<file path="config.mk">
export PLATFORM = sky130hd
export DESIGN_NAME = strap_irq_ctrl
export DESIGN_NICKNAME = d
export VERILOG_FILES = /design/src/rtl/strap_irq_ctrl.sv
export SDC_FILE = /design/constraint.sdc
export NUM_CORES = 1
export LEC_CHECK = 0
export CAP_MARGIN = 10
export CORE_ASPECT_RATIO = 1.25
export CORE_UTILIZATION = 35
export CTS_CLUSTER_DIAMETER = 40
export DETAILED_ROUTE_END_ITERATION = 8
export PLACE_DENSITY = 0.69
export SLEW_MARGIN = 10
export SYNTH_ARGS = -nofsm -noshare
export SYNTH_HDL_FRONTEND = slang
export SYNTH_SLANG_ARGS = --single-unit
export TNS_END_PERCENT = 5
</file>
<file path="constraint.sdc">
create_clock -name clk -period 0.85 [get_ports clk]
set_input_delay 0.1275 -clock clk [delete_from_list [all_inputs] [get_ports clk]]
set_output_delay 0.1275 -clock clk [all_outputs]
set_load 0.005 [all_outputs]
</file>
<file path="src/rtl/strap_irq_ctrl.sv">
module strap_irq_ctrl #(
  parameter int NPINS       = 4,
  parameter int SYNC_STAGES = 2
) (
  input  logic             clk,
  input  logic             rst_n,
  input  logic [NPINS-1:0] pin_n,
  input  logic [NPINS-1:0] edge_sel,
  input  logic [NPINS-1:0] irq_en,
  input  logic [NPINS-1:0] clr_pend,
  output logic [NPINS-1:0] mode_q,
  output logic [NPINS-1:0] pending,
  output logic [NPINS-1:0] irq_req,
  output logic             wake
);
  localparam int CHAIN = SYNC_STAGES + 1;

  logic [CHAIN-1:0][NPINS-1:0] chain;
  logic [NPINS-1:0]            cur, prev, fall, pend_q;
  logic                        in_rst;

  always_ff @(posedge clk) begin
    chain[0] <= pin_n;
    for (int k = 1; k < CHAIN; k++) chain[k] <= chain[k-1];
  end

  assign cur  = chain[SYNC_STAGES-1];
  assign prev = chain[SYNC_STAGES];
  assign fall = prev & ~cur & {NPINS{~in_rst}};

  always_ff @(posedge clk) begin
    if (!rst_n) begin
      in_rst <= 1'b1;
      mode_q <= '0;
    end else begin
      in_rst <= 1'b0;
      if (in_rst) mode_q <= cur;
    end
  end

  for (genvar gi = 0; gi < NPINS; gi++) begin : g_pin
    always_ff @(posedge clk) begin
      if (!rst_n)                           pend_q[gi] <= 1'b0;
      else if (edge_sel[gi] && fall[gi])    pend_q[gi] <= 1'b1;
      else if (clr_pend[gi])                pend_q[gi] <= 1'b0;
    end
    assign pending[gi] = edge_sel[gi] ? pend_q[gi] : (~cur[gi] & ~in_rst);
  end

  assign irq_req = pending & irq_en;
  assign wake    = |irq_req;
endmodule


</file>
==> flow_summary.toml, run 1 <==
[sta]
worst_hold_slack_ps = 264.4
finClkSkew_ps = 2.467
fin_ws_ps = -636.4
final-hold-violation-count = 0
maxSlewViolCount = 0
setup_viol = 21
period_share = 1.749
rsz0062_at_grt = "yes"
finalCriticalPeriod_ps = 1486
max_freq_ghz = 0.6728
worstMarginPinSlew_ps = 131.5
slew_headroom = 0.9098

[yosys]
synth_fp_nets = 86
yosysUniqueCellTypes = 16
yosys_warnings = 0
synth_seq_area_share = 0.5957
synth_top_family_by_area = "simple AND/OR/NAND/NOR gates"
synth-simple-area-share = 0.1631
netlist_instances = 68
synth-compound-area-share = 0.1152
synthMuxAreaShare = 0.05674
synthAdderAreaFrac = 0
synth_seq_cells = 21
syn_area_sq_um = 705.7
synth_xor_area_frac = 0
synth_area_per_cell_sq_um = 10.38

[power]
power.density_nw_per_um2 = 1504
peakVddDrop_mv = 1.143
leakagePower_nw = 0.5793

[worst_hold_path]
worstHoldPathType = "in2reg"
worstHoldStart = "pin_n[0]"

[floorplan]
start_util = 0.3858
core_sq_um = 1829
die_area_sq_um = 2201
num_io_pins = 31
rows = 17
die_x_microns = 42.16
die_h_microns = 52.20

[place]
pre_cts_ws_ps = -873.3
placedCellCount = 122
hpwl_microns = 983.3
portBuffers = 30
globalplace.congestion = 0.6871

[drt]
met3WireLength_microns = 105
vias_per_cell = 4.496
drtIter0Drc = 11
dr_wl_met2_microns = 749
wl_met1_microns = 585
first_pass_iters = 4
route.detailed.drc = 0
post_drt_wl_per_cell_microns = 10.79
highest-signal-layer = "met4"
wl_mm = 1.456
num_vias = 607
ant_nets = 0

[layout]
multi_input_area_sq_um = 274.0
area_growth_pct = 68.79
nets = 135
layout_common_cells = "clkdlybuf4s50_1 (14), dfxtp_1 (13), nor2_1 (12)"
final_util = 0.6512
regArea_sq_um = 432.9
drive_above_1_share = 0.3966
final_cells = 135
fill_cells = 151
final_common_cell = "clkdlybuf4s50_1"
diodes = 0

[cts]
cts_max_level = 1
cts_root_buf = "clkbuf_4"
insertion_delay_ps = 290
cts_sinks = 21
cts_tree = "yes"
clock_path_buffers = 2
numCtsBuffers = 3
clk_pin_slew_worst_paths_ps = 110

[global_routing]
track_usage = 0.1442
grt_max_degree = 13
grt_pass1_vias = 568
antenna_found_initial = 0
grt_pass1_wl_mm = 2.352
overflow = 0

[worst_setup_path]
cp_num_buf_inv = 2
cp.required_ps = 720
worst_ep_arrival_time_ps = 1360
max_stage_delay_ps = 390
crit_path_top_delay_cell = "dfxtp_4"
path_delay_family = "compound AO/OA/AOI/OAI gates"
worstPathMaxFanout = 4
critPathLaunchType = "flop"
crit_chain = "o31a_1, buf_4, o2111ai_2, buf_2"
r2r_start = "in_rst"
critPathCaptureType = "primary output"
crit_type = "reg2out"
startpoint = "in_rst"

[status]
status = "finished with violations"
violations = "setup timing"

[run]
maxCapViolCount = 0
-- metrics by stage --
stage | setup TNS, ps | cell area, sq um | power, mW
after floorplan | -226.1 | 706.9 | 1.156
after global placement | -7469 | 1065 | 1.327
after detailed placement | -7592 | 1065 | 1.333
after CTS | -7745 | 1162 | 1.794
after global routing | -8024 | 1191 | 1.898
final | -6755 | 1191 | 1.792
-- cell usage after synthesis (all sizes together) --
library cell  count  area (sq um)
dfxtp            21         420.4
nor2             13         48.80
mux2i             4         40.04
nand2             1         3.750
o21ai             3         22.52
buf               1         11.26
a32oi             4         35.03
or2               3         18.77
nor3              3         25.02
o31a              1         8.760
inv              10         37.53
o2111ai           1         15.01
and2              3         18.77
-- flip-flops by register name, summed over array words and instances (netlist names) --
register / flops
in_rst: 1
cur: 4
chain: 4
mode_q: 4
pend_q: 4
prev: 4
-- routing by layer --
layer / global-route usage / vias to the layer above
met3: 0.03448 / 2
li1: - / 318
met4: 0.07813 / 0
met2: 0.2538 / 21
met5: 0 / -
met1: 0.1590 / 266
-- kinds of logic after synthesis --
logic type	after synthesis
simple gates	23
mux	4
compound gates	9
flops	21
buf+inv	11
-- report_power, final --
group          switching (mW)  internal, mW  total [mW]
clock network           0.274         0.175       0.449
registers              0.0281          1.03        1.06
logic                  0.0992         0.181       0.280
-- path summary, 6_finish.rpt --
check              end  slack (ps)  depth (start not counted)
max reg2reg  pend_q[1]        -330                          7
max               wake        -640                          4
min           chain[0]         260                          1
min reg2reg     cur[3]         330                          0
-- what timing repair did --
| action | CTS | global route |
|---|---|---|
| hold endpoints to repair | 0 | 0 |
| pin swaps | 9 | 7 |
| resized for setup | 50 | 16 |
| endpoints found under the setup margin | 20 | 21 |
| setup buffers | 8 | 1 |
| hold buffers | 0 | 0 |
-- worst reg2reg max path, delay by kind of cell (launching register included) --
kind | cells | cell delay (ps)
and+or+nand+nor | 2 | 80
AOI/OAI and AO/OA | 1 | 180
buffers and inverters | 4 | 410
DFF | 1 | 410
-- final cells by class --
class	count	area share
sequential	21	0.3634
timing repair buffer	45	0.3319
multi-input combinational	36	0.2300
inverter	10	0.03151
tap	19	0.01996
clock buffer	3	0.01891
clock inverter	1	0.004202
No activity file was read; power rests on OpenSTA's default activity.
==> run 2: changes to the inputs <==
CAP_MARGIN = 20   (was 10)
CORE_UTILIZATION = 39   (was 35)
PLACE_DENSITY = 0.73   (was 0.69)
clock period = 1.4 ns   (was 0.85 ns; I/O delays follow)
==> flow_summary.toml, run 2 (synthesis results as in run 1) <==
[worst_hold_path]
worstHoldPathType = "reg2reg"
worstHoldPathCells = 0

[power]
p_seq_frac = 0.602
leakagePower_nw = 0.5518
switching_power_mw = 0.2284
peakVddDrop_mv = 0.7135
p_comb_frac = 0.148
clkPwrFrac = 0.250
p_sw_frac = 0.2138
cellInternalPower_mw = 0.8400
power.density_nw_per_um2 = 934.2

[floorplan]
num_io_pins = 31
die_area_sq_um = 1985
core_sq_um = 1622
rows = 16
die_h_microns = 49.56
start_util = 0.4352
die_x_microns = 40.05

[worst_setup_path]
critPathCaptureType = "primary output"
crit_path_top_delay_cell = "dfxtp_4"
worstPathMaxFanout = 4
cp.required_ps = 1190
crit_chain = "o31a_1, buf_4, o2111ai_2, buf_2"
crit_type = "reg2out"
worst_ep_arrival_time_ps = 1360
critPathLaunchType = "flop"
max_stage_delay_ps = 390
worstRegToRegCells = 5

[layout]
layout_common_cells = "dfxtp_1 (18), clkdlybuf4s50_1 (17), nor2_1 (13)"
final_common_cell = "dfxtp_1"
nets = 133
area_growth_pct = 62.06
diodes = 0
drive_above_1_share = 0.3070

[cts]
numCtsBuffers = 3
clk_pin_slew_worst_paths_ps = 100
insertion_delay_ps = 290
cts_sinks = 21
cts_max_level = 1
clock_path_buffers = 2
ctsHoldBuffers = 0
cts_root_buf = "clkbuf_4"
cts_tree = "yes"

[run]
maxCapViolCount = 0

[sta]
maxSlewViolCount = 0
worst_hold_slack_ps = 332.9
max_freq_ghz = 0.6372
fin_ws_ps = -169.4
slew_headroom = 0.8702
finalCriticalPeriod_ps = 1569
finClkSkew_ps = 4.229
setup_viol = 2
worstMarginPinSlew_ps = 194.6
period_share = 1.121
rsz0062_at_grt = "yes"
final-hold-violation-count = 0

[drt]
post_drt_wl_per_cell_microns = 10.49
ant_nets = 0
first_pass_iters = 4
wl_mm = 1.385
vias_per_cell = 4.742
num_vias = 626
drtIter0Drc = 1
route.detailed.drc = 0

[status]
violations = "setup timing"
status = "finished with violations"

[global_routing]
overflow = 0
grt_pass1_wl_mm = 2.173
grt_max_degree = 12
antenna_found_initial = 0
grt_pass1_vias = 537
track_usage = 0.1613

[place]
pre_cts_ws_ps = -437.2
hpwl_microns = 996.9
globalplace.congestion = 0.6270
portBuffers = 30
run 2: changes by cell type in the layout (fill, tap and decap cells not counted), moves of 3 or more:
| cell | delta |
|---|---|
| buf_6 | -6 |
| dfxtp_1 | +5 |
| dfxtp_2 | -5 |
| buf_4 | +3 |
| clkdlybuf4s50_1 | +3 |
run 2: power groups by stage:
stage	combinational [mW]	sequential [mW]	clock, mW
floorplan	0.0486	0.653	0
CTS	0.160	0.642	0.282
detailed placement	0.160	0.654	0
global route	0.172	0.647	0.309
global placement	0.159	0.652	0
finish	0.158	0.643	0.267
run 2: path summary, 6_finish.rpt:
check        slack (ps)     start         to
max reg2reg         330    in_rst  pend_q[3]
min                 330  chain[2]     cur[2]
min reg2reg         330  chain[2]     cur[2]
max                -170    in_rst       wake
run 2: area by class of cell:
cell class	instances	area [sq um]
clock buffers	4	26.28
fillers	136	478.0
inverters	10	37.54
multi-input cells	36	264.0
flip-flops and latches	21	426.7
well taps	18	22.52
repair buffers	43	366.6
run 2: what timing repair did:
item                       4_1_cts  5_1_grt
setup buffers                    4        0
setup endpoints to repair        9        8
hold endpoints to repair         0        0
pin swaps                        9        3
resized for setup               34       10
run 2: metal layers:
metal,track usage,share of wire,routed length [microns]
met1,0.1942,0.37,518
met4,0.1034,0.021,29
met5,0,0,0
met3,0.01351,0.061,85
met2,0.2581,0.54,752
run 2: per-stage QoR:
stage	std cells	TNS [ps]	instance area, sq um	power (mW)	utilization
after global routing	132	-543.7	1144	1.127	0.7052
after global placement	124	-2946	1085	0.8110	0.6690
after floorplan	68	0	705.7	0.7016	-
after CTS	132	-644.6	1154	1.084	0.7114
final	132	-211.5	1144	1.068	0.7052
after detailed placement	124	-3031	1085	0.8136	0.6690
run 2: worst max-delay path, delay by kind of cell, from the launching register on:
kind	cells	cell delay, ps
AO/OA/AOI/OAI	2	410
flip-flops	1	390
buffers and inverters	2	270
